==> src/rtl/spi_rm_pkg.sv <==
package spi_rm_pkg;

  localparam int DATA_W = 32;
  localparam int CNT_W  = 6;

  // register byte offsets (software map)
  localparam int OFS_MODE  = 'h20;
  localparam int OFS_EVENT = 'h24;
  localparam int OFS_MASK  = 'h28;
  localparam int OFS_CMD   = 'h2C;
  localparam int OFS_TX    = 'h30;
  localparam int OFS_RX    = 'h34;

  // mode bit positions
  localparam int MB_LOOP   = 30;
  localparam int MB_CPOL   = 29;
  localparam int MB_CPHA   = 28;
  localparam int MB_DIV16  = 27;
  localparam int MB_MSB    = 26;
  localparam int MB_MASTER = 25;
  localparam int MB_EN     = 24;
  localparam int MB_LEN_LO = 20;
  localparam int MB_PM_LO  = 16;
  localparam int MB_ALIGN  = 14;

  localparam logic [DATA_W-1:0] MODE_KEEP = 32'h7FFF_4000;

  // event bit positions
  localparam int EV_NE_BIT = 9;
  localparam int EV_NF_BIT = 8;

  typedef struct packed {
    logic [CNT_W-1:0] nbits;
    logic             msb;
    logic             cpha;
    logic             cpol;
    logic             loop;
    logic             align;
  } xfer_cfg_t;

  function automatic logic [CNT_W-1:0] code_to_bits(input logic [3:0] code);
    if (code == 4'd0) return 6'd32;
    return {2'b00, code} + 6'd1;
  endfunction

  function automatic logic [DATA_W-1:0] word_mask(input logic [CNT_W-1:0] nbits);
    if (nbits >= 6'd32) return '1;
    return (32'd1 << nbits) - 32'd1;
  endfunction

  function automatic logic [4:0] tx_align_shift(input xfer_cfg_t c);
    if (!c.align || !c.msb) return 5'd0;
    if (c.nbits <= 6'd8)    return 5'd24;
    if (c.nbits <= 6'd16)   return 5'd16;
    return 5'd0;
  endfunction

  function automatic logic [4:0] rx_align_shift(input xfer_cfg_t c);
    if (!c.align) return 5'd0;
    if (c.msb)    return (c.nbits <= 6'd16) ? 5'd16 : 5'd0;
    return (c.nbits <= 6'd8) ? 5'd8 : 5'd0;
  endfunction

  // position inside the word of the bit handled at step cnt
  function automatic logic [4:0] bit_index(input logic [CNT_W-1:0] cnt,
                                           input logic [CNT_W-1:0] nbits,
                                           input logic msb);
    logic [CNT_W-1:0] t;
    t = msb ? (nbits - 6'd1 - cnt) : cnt;
    return t[4:0];
  endfunction

endpackage

==> src/rtl/spi_rm_regs.sv <==
module spi_rm_regs
  import spi_rm_pkg::*;
#(
  parameter int ADDR_W = 6
) (
  input  logic              clk,
  input  logic              rst_n,
  input  logic              bus_wr,
  input  logic [ADDR_W-1:0] bus_addr,
  input  logic [DATA_W-1:0] bus_wdata,
  output logic [DATA_W-1:0] bus_rdata,
  input  logic              busy,
  input  logic              done,
  input  logic [DATA_W-1:0] rx_word,
  output logic              mode_en,
  output logic              idle_cpol,
  output logic [4:0]        div_cfg,
  output logic              load,
  output xfer_cfg_t         load_cfg,
  output logic [DATA_W-1:0] load_word,
  output logic              ne_set,
  output logic              nf_set,
  output logic [1:0]        ev_bits,
  output logic [1:0]        mask_bits,
  output logic              irq
);

  logic [DATA_W-1:0] mode_q, cmd_q, tx_hold_q, rx_q;
  logic              tx_full_q;
  logic [1:0]        ev_q, mask_q;
  logic              wr_mode, wr_event, wr_mask, wr_cmd, wr_tx;
  logic              mode_master;
  logic [1:0]        ev_clr, ev_set;

  assign wr_mode  = bus_wr && (bus_addr == ADDR_W'(OFS_MODE));
  assign wr_event = bus_wr && (bus_addr == ADDR_W'(OFS_EVENT));
  assign wr_mask  = bus_wr && (bus_addr == ADDR_W'(OFS_MASK));
  assign wr_cmd   = bus_wr && (bus_addr == ADDR_W'(OFS_CMD));
  assign wr_tx    = bus_wr && (bus_addr == ADDR_W'(OFS_TX));

  assign mode_en     = mode_q[MB_EN];
  assign mode_master = mode_q[MB_MASTER];
  assign idle_cpol   = mode_q[MB_CPOL];
  assign div_cfg     = {mode_q[MB_DIV16], mode_q[MB_PM_LO+3:MB_PM_LO]};

  always_comb begin
    load_cfg.nbits = code_to_bits(mode_q[MB_LEN_LO+3:MB_LEN_LO]);
    load_cfg.msb   = mode_q[MB_MSB];
    load_cfg.cpha  = mode_q[MB_CPHA];
    load_cfg.cpol  = mode_q[MB_CPOL];
    load_cfg.loop  = mode_q[MB_LOOP];
    load_cfg.align = mode_q[MB_ALIGN];
  end

  assign load      = mode_en && mode_master && tx_full_q && !busy;
  assign load_word = (tx_hold_q >> tx_align_shift(load_cfg)) & word_mask(load_cfg.nbits);

  assign ne_set = done;
  assign nf_set = load;
  assign ev_set = {ne_set, nf_set};
  assign ev_clr = wr_event ? {bus_wdata[EV_NE_BIT], bus_wdata[EV_NF_BIT]} : 2'b00;

  always_ff @(posedge clk or negedge rst_n) begin
    if (!rst_n) begin
      mode_q    <= '0;
      cmd_q     <= '0;
      mask_q    <= '0;
      ev_q      <= '0;
      tx_hold_q <= '0;
      tx_full_q <= 1'b0;
      rx_q      <= '0;
    end else begin
      if (wr_mode) mode_q <= bus_wdata & MODE_KEEP;
      if (wr_cmd)  cmd_q  <= bus_wdata;
      if (wr_mask) mask_q <= {bus_wdata[EV_NE_BIT], bus_wdata[EV_NF_BIT]};
      ev_q <= (ev_q & ~ev_clr) | ev_set;
      if (!mode_en) begin
        tx_full_q <= 1'b0;
      end else if (load) begin
        tx_full_q <= 1'b0;
      end else if (wr_tx && mode_master && !tx_full_q) begin
        tx_hold_q <= bus_wdata;
        tx_full_q <= 1'b1;
      end
      if (done) rx_q <= rx_word;
    end
  end

  always_comb begin
    case (bus_addr)
      ADDR_W'(OFS_MODE):  bus_rdata = mode_q;
      ADDR_W'(OFS_EVENT): bus_rdata = {22'd0, ev_q, 8'd0};
      ADDR_W'(OFS_MASK):  bus_rdata = {22'd0, mask_q, 8'd0};
      ADDR_W'(OFS_CMD):   bus_rdata = cmd_q;
      ADDR_W'(OFS_TX):    bus_rdata = tx_hold_q;
      ADDR_W'(OFS_RX):    bus_rdata = rx_q;
      default:            bus_rdata = '0;
    endcase
  end

  assign ev_bits   = ev_q;
  assign mask_bits = mask_q;
  assign irq       = |(ev_q & mask_q);

endmodule

==> src/rtl/spi_rm_shift.sv <==
module spi_rm_shift
  import spi_rm_pkg::*;
(
  input  logic              clk,
  input  logic              rst_n,
  input  logic              en,
  input  logic              idle_cpol,
  input  logic              load,
  input  xfer_cfg_t         load_cfg,
  input  logic [DATA_W-1:0] load_word,
  input  logic              half_tick,
  input  logic              miso_i,
  output logic              busy,
  output logic              done,
  output logic              sck_o,
  output logic              mosi_o,
  output logic [DATA_W-1:0] rx_word
);

  xfer_cfg_t         cfg_q;
  logic [DATA_W-1:0] tx_q, rx_q;
  logic [CNT_W-1:0]  cnt_q;
  logic              busy_q, half_q, sck_q, mosi_q, done_q;
  logic              in_bit, last_bit, lead_ev, trail_ev;
  logic [4:0]        pos, pos_next;

  assign in_bit   = cfg_q.loop ? mosi_q : miso_i;
  assign pos      = bit_index(cnt_q, cfg_q.nbits, cfg_q.msb);
  assign pos_next = bit_index(cnt_q + 6'd1, cfg_q.nbits, cfg_q.msb);
  assign last_bit = (cnt_q == cfg_q.nbits - 6'd1);
  assign lead_ev  = busy_q && half_tick && !half_q;
  assign trail_ev = busy_q && half_tick && half_q;

  always_ff @(posedge clk or negedge rst_n) begin
    if (!rst_n) begin
      cfg_q  <= '0;
      tx_q   <= '0;
      rx_q   <= '0;
      cnt_q  <= '0;
      busy_q <= 1'b0;
      half_q <= 1'b0;
      sck_q  <= 1'b0;
      mosi_q <= 1'b0;
      done_q <= 1'b0;
    end else if (!en) begin
      busy_q <= 1'b0;
      cnt_q  <= '0;
      half_q <= 1'b0;
      done_q <= 1'b0;
      sck_q  <= 1'b0;
    end else begin
      done_q <= 1'b0;
      if (load && !busy_q) begin
        busy_q <= 1'b1;
        cfg_q  <= load_cfg;
        tx_q   <= load_word;
        rx_q   <= '0;
        cnt_q  <= '0;
        half_q <= 1'b0;
        sck_q  <= load_cfg.cpol;
        mosi_q <= load_word[bit_index(6'd0, load_cfg.nbits, load_cfg.msb)];
      end else if (lead_ev) begin
        sck_q  <= ~sck_q;
        half_q <= 1'b1;
        if (!cfg_q.cpha) rx_q[pos] <= in_bit;
        else             mosi_q    <= tx_q[pos];
      end else if (trail_ev) begin
        sck_q  <= ~sck_q;
        half_q <= 1'b0;
        if (cfg_q.cpha) rx_q[pos] <= in_bit;
        if (last_bit) begin
          busy_q <= 1'b0;
          done_q <= 1'b1;
        end else begin
          cnt_q <= cnt_q + 6'd1;
          if (!cfg_q.cpha) mosi_q <= tx_q[pos_next];
        end
      end
    end
  end

  assign busy    = busy_q;
  assign done    = done_q;
  assign sck_o   = busy_q ? sck_q : idle_cpol;
  assign mosi_o  = mosi_q;
  assign rx_word = (rx_q & word_mask(cfg_q.nbits)) << rx_align_shift(cfg_q);

endmodule

==> src/rtl/spi_regmaster.sv <==
module spi_regmaster
  import spi_rm_pkg::*;
#(
  parameter int ADDR_W = 6
) (
  input  logic              clk,
  input  logic              rst_n,
  input  logic              bus_wr,
  input  logic [ADDR_W-1:0] bus_addr,
  input  logic [31:0]       bus_wdata,
  output logic [31:0]       bus_rdata,
  input  logic              half_tick,
  output logic [4:0]        div_cfg_o,
  output logic              sck_o,
  output logic              mosi_o,
  input  logic              miso_i,
  output logic              irq_o
);

  logic              mode_en, idle_cpol, xfer_load, xfer_busy, xfer_done;
  logic              ne_set, nf_set;
  logic [1:0]        ev_bits, mask_bits;
  xfer_cfg_t         load_cfg;
  logic [DATA_W-1:0] load_word, rx_word;

  spi_rm_regs #(.ADDR_W(ADDR_W)) u_regs (
    .clk       (clk),
    .rst_n     (rst_n),
    .bus_wr    (bus_wr),
    .bus_addr  (bus_addr),
    .bus_wdata (bus_wdata),
    .bus_rdata (bus_rdata),
    .busy      (xfer_busy),
    .done      (xfer_done),
    .rx_word   (rx_word),
    .mode_en   (mode_en),
    .idle_cpol (idle_cpol),
    .div_cfg   (div_cfg_o),
    .load      (xfer_load),
    .load_cfg  (load_cfg),
    .load_word (load_word),
    .ne_set    (ne_set),
    .nf_set    (nf_set),
    .ev_bits   (ev_bits),
    .mask_bits (mask_bits),
    .irq       (irq_o)
  );

  spi_rm_shift u_shift (
    .clk       (clk),
    .rst_n     (rst_n),
    .en        (mode_en),
    .idle_cpol (idle_cpol),
    .load      (xfer_load),
    .load_cfg  (load_cfg),
    .load_word (load_word),
    .half_tick (half_tick),
    .miso_i    (miso_i),
    .busy      (xfer_busy),
    .done      (xfer_done),
    .sck_o     (sck_o),
    .mosi_o    (mosi_o),
    .rx_word   (rx_word)
  );

endmodule

==> config.mk <==
export PLATFORM = sky130hd
export DESIGN_NAME = spi_regmaster
export DESIGN_NICKNAME = d
export VERILOG_FILES = /design/src/rtl/spi_rm_pkg.sv /design/src/rtl/spi_rm_regs.sv /design/src/rtl/spi_rm_shift.sv /design/src/rtl/spi_regmaster.sv
export SDC_FILE = /design/constraint.sdc
export NUM_CORES = 1
export LEC_CHECK = 0
export CAP_MARGIN = 20
export CORE_MARGIN = 3
export CORE_UTILIZATION = 55
export DETAILED_ROUTE_END_ITERATION = 10
export HOLD_SLACK_MARGIN = 0.12
export PLACE_DENSITY = 0.81
export RECOVER_POWER = 25
export SLEW_MARGIN = 10
export SYNTH_ARGS = -nofsm -noshare
export SYNTH_HDL_FRONTEND = slang
export SYNTH_SLANG_ARGS = --single-unit
==> constraint.sdc <==
create_clock -name clk -period 4.12 [get_ports clk]
set_input_delay 0.412 -clock clk [delete_from_list [all_inputs] [get_ports clk]]
set_output_delay 0.412 -clock clk [all_outputs]
set_load 0.005 [all_outputs]
# Word level (Yosys, flattened, before mapping)
# Cells that the tools add are included.
# Widths: inputs -> output; s select.
totals:
  wordCells: 180
  in_bits: 43
  output_inout_bits: 40
  register_bits: 202
classes:
  muxes: 82
  bitwise_logic: 8
  n_eq_ne: 17
  n_reduce_logical: 31
  n_addsub: 8
  n_shift: 4
  n_lt_le_gt_ge: 10
op_table:
  columns: ["operator", "count"]
  rows:
  - ["$mux 32", 9]
  - ["$pmux 32 s6", 1]
  - ["$mux 5", 14]
  - ["$and 32x32->32", 2]
  - ["$shl 1x6->32 const A", 2]
  - ["$sub 32x1->32 const B", 2]
  - ["$mux 1", 44]
  - ["$mux 6", 7]
  - ["$eq 6x6->1 const B", 6]
  - ["$bwmux 32", 1]
  - ["$shl 32x5->32", 1]
  - ["$shr 32x5->32", 1]
  - ["$lt 5x6->1 const B", 3]
  - ["$bmux 1 s5", 3]
  - ["$logic_and 1x1->1", 15]
  - ["$ne 3x3->1 const B", 5]
  - ["$ge 6x6->1 const B", 2]
  - ["$le 6x4->1 const B", 2]
  - ["$le 6x5->1 const B", 2]
  - ["$sub 5x5->5", 2]
  - ["$reduce_and 3->1", 3]
  - ["$add 6x1->6 const B", 1]
  - ["$eq 6x6->1", 1]
  - ["$ne 3x1->1 const B", 2]
  - ["21 further kinds", 29]

# Logic depth before layout (Yosys ltp)
# Gate-level depths: netlist of run 1.
logic_depth:
  ltp_word: 16
  ltp_mapped: 17

# Hierarchy
# Synthesis of run 1 repeated with hierarchy kept, for this count alone.
unflattened:
  hier_cells: 1492
  hier_area_um2: 13908.3
modules_own_cells:
  columns: ["mod", "cells_each", "n_inst", "seq_area_each_um2", "area_each_um2"]
  rows:
  - ["spi_rm_shift", 816, 1, 2127.0, 7026.7]
  - ["spi_rm_regs", 676, 1, 2927.8, 6881.6]

# Least setup slack after synthesis of run 1
# OpenSTA, ideal clock, no wires.
synth_timing:
  path_kind: "register to register"
  from: "register u_regs.mode_q[20]"
  to: "register u_shift.mosi_q, in the netlist u_shift.mosi_o"
  setup_time_ns: 0.126
  setup_slack_ns: 0.276
  stages_incl_launch_ff: 18
  path_buffers: 3
  t_arrival_ns: 3.718
  cell_sequence: "dfrtp_1 > buf_4 > clkbuf_1 > inv_1 > ha_1 > nor2b_1 > clkbuf_1 > nand2b_1 > or2_2 > ha_1 > o221ai_4 > or2_2 > o211ai_1 > o211ai_1 > nor2_1 > or3_1 > a311o_1 > a221o_1"
synth_rtl:
  columns: ["element", "line", "source"]
  rows:
  - ["start, declared", "spi_rm_regs.sv:28", "logic [DATA_W-1:0] mode_q, cmd_q, tx_hold_q, rx_q;"]
  - ["start signal, assigned", "spi_rm_regs.sv:73", "if (wr_mode) mode_q <= bus_wdata & MODE_KEEP;"]
  - ["end signal, assigned", "spi_rm_shift.sv:61", "mosi_q <= load_word[bit_index(6'd0, load_cfg.nbits, load_cfg.msb)];"]
  - ["end signal, assigned", "spi_rm_shift.sv:66", "else mosi_q <= tx_q[pos];"]
  - ["end signal, assigned", "spi_rm_shift.sv:76", "if (!cfg_q.cpha) mosi_q <= tx_q[pos_next];"]
  - ["end, declared", "spi_rm_shift.sv:23", "logic busy_q, half_q, sck_q, mosi_q, done_q;"]

# Worst setup path in the final report of run 1
layout_timing:
  from: "register u_shift.cfg_q[5] (netlist bit)"
  to: "register u_regs.rx_q[28]"
layout_via:
  elab_chain_cells: 6
  elab_cells_between_ends: 14
layout_lines:
  columns: ["element", "line", "source"]
  rows:
  - ["start, declared", "spi_rm_shift.sv:20", "xfer_cfg_t cfg_q;"]
  - ["start signal, assigned", "spi_rm_shift.sv:55", "cfg_q <= load_cfg;"]
  - ["parallel branches: the longest is 5 deep, another holds $sub 32x1->32", null, null]
  - ["$shl 32x5->32 *", "spi_rm_shift.sv:86", "assign rx_word = (rx_q & word_mask(cfg_q.nbits)) << rx_align_shift(cfg_q);"]
  - ["end signal, assigned", "spi_rm_regs.sv:85", "if (done) rx_q <= rx_word;"]
  - ["end, declared", "spi_rm_regs.sv:28", null]
# Mark *: on every way between the ends.
# A chain may end at the register's enable or synchronous reset.

==> qor.txt, run 1 <==
Routed Antenna Nets - 0
final setup TNS - 0 ns
placer's final routability congestion estimate - 1.023
DR DRC count - 0
critical path class - reg2reg
Detailed Route WL - 46460 um
post-synthesis register bit count - 202
area grow syn2layout - 14.82%
Mapped Cells - 1542
syn_nets - 1607
Startpoint Class - flop
PD cells - 356.1 mW/mm2
crit share post-route - 92.28%
Post-DP HPWL - 33870 um
Avg Inst Size Synth - 8.656 um2
leakage - 6.420 nW
CTS sink cnt - 202
Final min period - 3.802 ns
Arrival @ worst endpoint - 4.20 ns
ys async rst share - 100.0%
antenna violations before repair - 2
I/O Buffers - 82
Tightest Pin Transition - 2.912 ns
CP endpoint kind - flop
final design utilization - 64.71%
Worst Hold Slack - 0.4350 ns
Longest Clk Path Bufs - 3
register area share after synthesis - 37.87%
Root Buffer - clkbuf_16
Post-synth EDFFs - 0
Hold/Removal Path Class - in2reg
# setup viols final - 0
area of the core - 0.02368 mm2
r2r worst-path depth - 12
CP startpoint - u_shift.cfg_q[5]
grt ovf - 0
Syn Std Cell Area - 0.01335 mm2
CTS tree - built
largest net degree at the start of global routing - 119
Via Count - 12610
io pins - 83
share of cells above drive strength 1 - 13.81%
Iteration-0 DRC Markers - 1577
Worst Setup EP - u_regs.rx_q[28]
die area - 0.02617 mm2
Req. time, crit path - 4.52 ns
TritonRoute pass-1 iters - 6
global-route wire length before repair - 70950 um
Max Clock Freq - 0.2630 GHz
Tot GR Track Use - 34.53%
drt via density - 6.542
failing checks - capacitance limit, slew limit
nets@finish - 1657
fill count - 2036
Synth top area share - 37.87%
number of global-route vias before repair - 11910
DP Worst Slack - 0.4000 ns
Final Hold Violating Endpoints - 0
Max Cap Viol - 1
RR Startpoint - u_shift.cfg_q[5]
Synth area leader - dfrtp_1
R2R Setup Slk - 0.32 ns
Clock Skews - 0.01902 ns
synthesis warning total - 0
Synth area leaders - dfrtp_1 (38%), mux2_2 (7.6%), o21ai_0 (7.0%)
setup bufs post-CTS - 0
Die Wd - 161.8 um
H-tree levels - 1
Initial Utilization - 56.36%
Die Y - 161.8 um
slew margin rel. - -94.15%
slack of the critical path - 0.3181 ns
worst skew pair latency - 0.52 ns
synth unique cells - 81
FF-to-FF End - u_regs.rx_q[28]
CTS buffer count - 23
worst vdd ir - 0.4045 mV
peak fanout along the critical path - 15
Slew Viols, Final - 118
RSZ-0062 raised after global routing - no
number of diodes - 0
prevailing post-synth register cell - dfrtp_1
count of standard-cell rows - 56
drt wl/cell - 24.11 um
status - finished, violations left
Reg clk slew, reported paths - 0.06 ns
cell type report:
type | count | area, um2 | area share, %
clock buffer | 36 | 704.4 | 4.596
multi-input combinational | 1188 | 7707 | 50.29
tap | 319 | 399.1 | 2.604
timing repair buffer | 140 | 1261 | 8.229
clock inverter | 5 | 60.06 | 0.3919
inverter | 37 | 138.9 | 0.9062
sequential | 202 | 5055 | 32.98
metrics by stage:
step / total power, mW / cell area, um2 / instances
floorplan: 2.957 / 13350 / 1542
global placement: 3.370 / 14550 / 1884
detailed placement: 3.373 / 14550 / 1884
CTS: 5.421 / 15330 / 1926
global route: 5.632 / 15330 / 1927
finish: 5.458 / 15330 / 1927
sequential cells by signal (all words and copies together), names as in the netlist:
name              count
u_regs.rx_q          32
u_shift.done          1
u_regs.cmd_q         32
u_shift.cnt_q         6
u_shift.cfg_q        10
u_regs.tx_full_q      1
u_shift.rx_q         32
u_shift.mosi_o        1
u_shift.half_q        1
u_regs.tx_hold_q     32
u_shift.busy          1
u_regs.ev_bits        2
u_shift.tx_q         32
u_regs.mode_q        16
u_regs.mask_bits      2
u_shift.sck_q         1
cells by family after synthesis:
| kind of cell | after synthesis | synth area share, % |
|---|---|---|
| adders and majority gates | 22 | 2.175 |
| DFF | 202 | 37.87 |
| buffers and inverters | 152 | 4.640 |
| AOI/OAI and AO/OA | 469 | 22.15 |
| and+or+nand+nor | 503 | 17.77 |
| xor gates and xnor gates | 41 | 2.690 |
| muxes | 153 | 12.70 |
per-layer routing:
layer  vias up  global-route usage [%]  routed length (um)
li1       5665                       -                   -
met1      6141                   49.89               19670
met5         -                       0                  28
met4         4                   8.957                1364
met3        99                   7.830                4800
met2       698                   52.87               20590
worst max-delay path: stages (launching register included):
cell and delay [ns]:
dfrtp_1 0.51, inv_1 0.13, ha_1 0.43, nor3_1 0.45
a211oi_1 0.16, nor3b_2 0.50, a21boi_1 0.46, mux2i_1 0.13
a21oi_1 0.21, nor2_1 0.07, a211oi_1 0.28, a21oi_1 0.09
mux2_2 0.28
synthesized netlist by cell type (7+ instances only):
library cell / count
nand2_1: 208
dfrtp_1: 202
o21ai_0: 187
nor2_1: 105
mux2_2: 90
a21oi_1: 87
clkbuf_1: 83
mux2i_1: 58
nand3_1: 51
inv_1: 37
xnor2_1: 31
nor2b_1: 25
a211oi_1: 24
a22oi_1: 24
o22ai_1: 21
ha_1: 20
nor3_1: 19
a31oi_1: 15
buf_1: 15
and2_1: 13
nand2b_1: 12
o211ai_1: 12
nand4_1: 11
or2_2: 10
xor2_1: 10
buf_2: 9
o21a_1: 9
a21o_1: 8
a311oi_1: 8
and3_1: 8
a21boi_0: 7
o41ai_1: 7
or3_1: 7
worst min-delay path by stage:
stage | endpoint | cells after the start | from
6_report | u_regs.mask_bits[1] | 4 | bus_addr[2]
5_1_grt | u_regs.ev_bits[1] | 4 | bus_addr[2]
4_1_cts | u_regs.mask_bits[1] | 4 | bus_addr[2]
3_5_place_dp | u_shift.tx_q[30] | 2 | u_shift.tx_q[30]
3_3_place_gp | u_shift.tx_q[30] | 2 | u_shift.tx_q[30]
2_1_floorplan | u_regs.cmd_q[0] | 0 | rst_n
placed cells by master, fill, tap and decap left out, types with 9 or more instances in the layout:
master           instances
a211oi_1                23
clkdlybuf4s50_1         79
xnor2_1                 31
nand2b_1                12
a21oi_1                 87
buf_4                   56
dfrtp_1                202
nor2_1                 105
o21ai_0                187
o21a_1                   9
or2_2                   10
nor2b_1                 25
a31oi_1                 15
clkbuf_16               23
o211ai_1                12
nand3_1                 51
nand4_1                 11
nand2_1                208
mux2_2                  90
mux2i_1                 56
ha_1                    20
a22oi_1                 24
o22ai_1                 21
and2_1                  13
nor3_1                  18
xor2_1                  10
inv_1                   37
what timing repair did:
item	4_1_cts	5_1_grt
gates resized for setup	0	0
hold buffers	1	0
hold endpoints to repair	117	0
power breakdown:
part           leakage, nW  total, mW  switching [mW]  internal, mW
registers             2.78       2.13          0.0777          2.05
clock network        0.374       2.07           0.832          1.24
logic                 3.27       1.26           0.786         0.472
total                 6.42       5.46            1.70          3.76
(Power assumes the default switching activity.)
==> inputs of run 2 (changes only) <==
--- a/config.mk
+++ b/config.mk
@@ -12,6 +12,7 @@
 export HOLD_SLACK_MARGIN = 0.12
 export PLACE_DENSITY = 0.81
 export RECOVER_POWER = 25
+export SETUP_SLACK_MARGIN = 0.15
 export SLEW_MARGIN = 10
 export SYNTH_ARGS = -nofsm -noshare
 export SYNTH_HDL_FRONTEND = slang
==> run 2 against run 1 <==
Clock skew hardly changed. Final cell count grew 0.10%. Critical endpoint is now u_shift.mosi_o. Combinational power hardly changed. The run still ends with capacitance limit, slew limit left.
==> qor.txt, run 2 (synthesis results as in run 1) <==
share of cells above drive strength 1 - 14.10%
slew margin rel. - -95.49%
io pins - 83
crit-path most repeated cell - a21oi_1
largest net degree at the start of global routing - 119
Root Buffer - clkbuf_16
PD cells - 355.7 mW/mm2
grt ovf - 0
Hold/Removal Path Class - in2reg
most frequent cells in the layout - nand2_1 (208), dfrtp_1 (201), o21ai_0 (187)
drt wl/cell - 24.07 um
RSZ-0062 raised after global routing - no
Iteration-0 DRC Markers - 1681
Pwr Total - 5.461 mW
global-route wire length before repair - 70950 um
most common cell after layout, fill and taps aside - nand2_1
TritonRoute pass-1 iters - 6
critical path class - reg2reg
min-delay src - bus_addr[2]
r2r worst-path depth - 14
worst skew pair latency - 0.52 ns
Detailed Route WL - 46430 um
Max Clock Freq - 0.2636 GHz
CTS buffer count - 23
placer's final routability congestion estimate - 1.023
Longest Clk Path Bufs - 3
Die Wd - 161.8 um
Clock Skews - 0.01909 ns
H-tree levels - 1
DP Worst Slack - 0.4000 ns
Tightest Pin Transition - 2.932 ns
count of standard-cell rows - 56
failing checks - capacitance limit, slew limit
CP endpoint kind - flop
CTS sink cnt - 202
Reg clk slew, reported paths - 0.06 ns
# setup viols final - 0
peak fanout along the critical path - 24
crit path cell chain - inv_1 > ha_1 > inv_1 > fa_1 > mux2i_2 > buf_4 > nor2b_1 > a211oi_1 > a21oi_1 > a21oi_1 > a21oi_1 > mux2i_1 > a211oi_1 > a221o_1
number of global-route vias before repair - 11910
I/O Buffers - 82
Final min period - 3.793 ns
number of diodes - 0
crit share post-route - 92.07%
Post-DP HPWL - 33870 um
Startpoint Class - flop
Slew Viols, Final - 118
Tot GR Track Use - 34.53%
Via Count - 12640
Final Hold Violating Endpoints - 0
Die Y - 161.8 um
final design utilization - 64.83%
Routed Antenna Nets - 0
Hold Path Sink - u_regs.mask_bits[1]
final setup TNS - 0 ns
R2R Setup Slk - 0.33 ns
DR DRC count - 0
nets@finish - 1659
RR Startpoint - u_shift.cfg_q[5]
die area - 0.02617 mm2
CTS tree - built
Req. time, crit path - 4.51 ns
Hold Path Cell Cnt - 4
antenna violations before repair - 2
area grow syn2layout - 15.03%
area of the core - 0.02368 mm2
Arrival @ worst endpoint - 4.18 ns
leakage - 6.440 nW
crit-path max cell delay - 0.51 ns
Initial Utilization - 56.36%
drt via density - 6.551
Critical Path Slowest Stage Cell - dfrtp_1
slack of the critical path - 0.3268 ns
FF-to-FF End - u_shift.mosi_o
status - finished, violations left
Worst Hold Slack - 0.4351 ns
Max Cap Viol - 1
worst vdd ir - 0.4050 mV
==> run 2: how the worst max path moves through the flow <==
| stage | to | slack, ns | cells after the start | start |
|---|---|---|---|---|
| final | u_shift.mosi_o | 0.33 | 14 | u_shift.cfg_q[5] |
| after CTS | u_shift.mosi_o | 0.35 | 14 | u_shift.cfg_q[5] |
| after floorplan | u_shift.mosi_o | 0.28 | 17 | u_regs.mode_q[20] |
| after global placement | u_regs.rx_q[28] | 0.41 | 12 | u_shift.cfg_q[5] |
| after detailed placement | u_regs.rx_q[28] | 0.40 | 12 | u_shift.cfg_q[5] |
| after global routing | u_shift.mosi_o | 0.16 | 14 | u_shift.cfg_q[5] |
==> run 2: layout make-up <==
type                            instances  area (um2)
Tap cell                              319       399.1
Fill cell                            2029        8329
Clock inverter                          5       60.06
Sequential cell                       202        5056
Clock buffer                           36       704.4
Inverter                               37       138.9
Timing Repair Buffer                  142        1276
Multi-Input combinational cell       1188        7719
==> run 2: worst max-delay path, delay by kind of cell (launching register included) <==
family	cells	cell delay (ns)
flip-flops	1	0.51
buffers and inverters	3	0.61
adder cells (fa/ha/maj)	2	0.75
AND/OR/NAND/NOR	1	0.11
multiplexers	2	0.52
AO/OA/AOI/OAI	6	1.16
==> run 2: what timing repair did <==
item / CTS / global route
hold endpoints to repair: 117 / 0
setup endpoints to repair: 0 / 5
resized for setup: 0 / 3
buffers inserted: 0 / 2
hold buffers: 1 / 0
==> run 2: report_power, final <==
part           internal (mW)  switching, mW
combinational          0.471          0.784
sequential              2.05         0.0779
clock                   1.24          0.838
==> run 2: through the flow <==
step | instance area [um2] | std cells
4_1_cts | 15330 | 1926
3_3_place_gp | 14550 | 1884
2_1_floorplan | 13350 | 1542
6_report | 15350 | 1929
5_1_grt | 15350 | 1929
3_5_place_dp | 14550 | 1884
==> run 2: metal layers <==
layer | part of all wire, % | routed length [um] | global-route usage (%)
met1 | 42 | 19630 | 49.89
met2 | 44 | 20590 | 52.87
met3 | 10 | 4775 | 7.830
met4 | 3.0 | 1405 | 8.957
met5 | 0.060 | 28 | 0
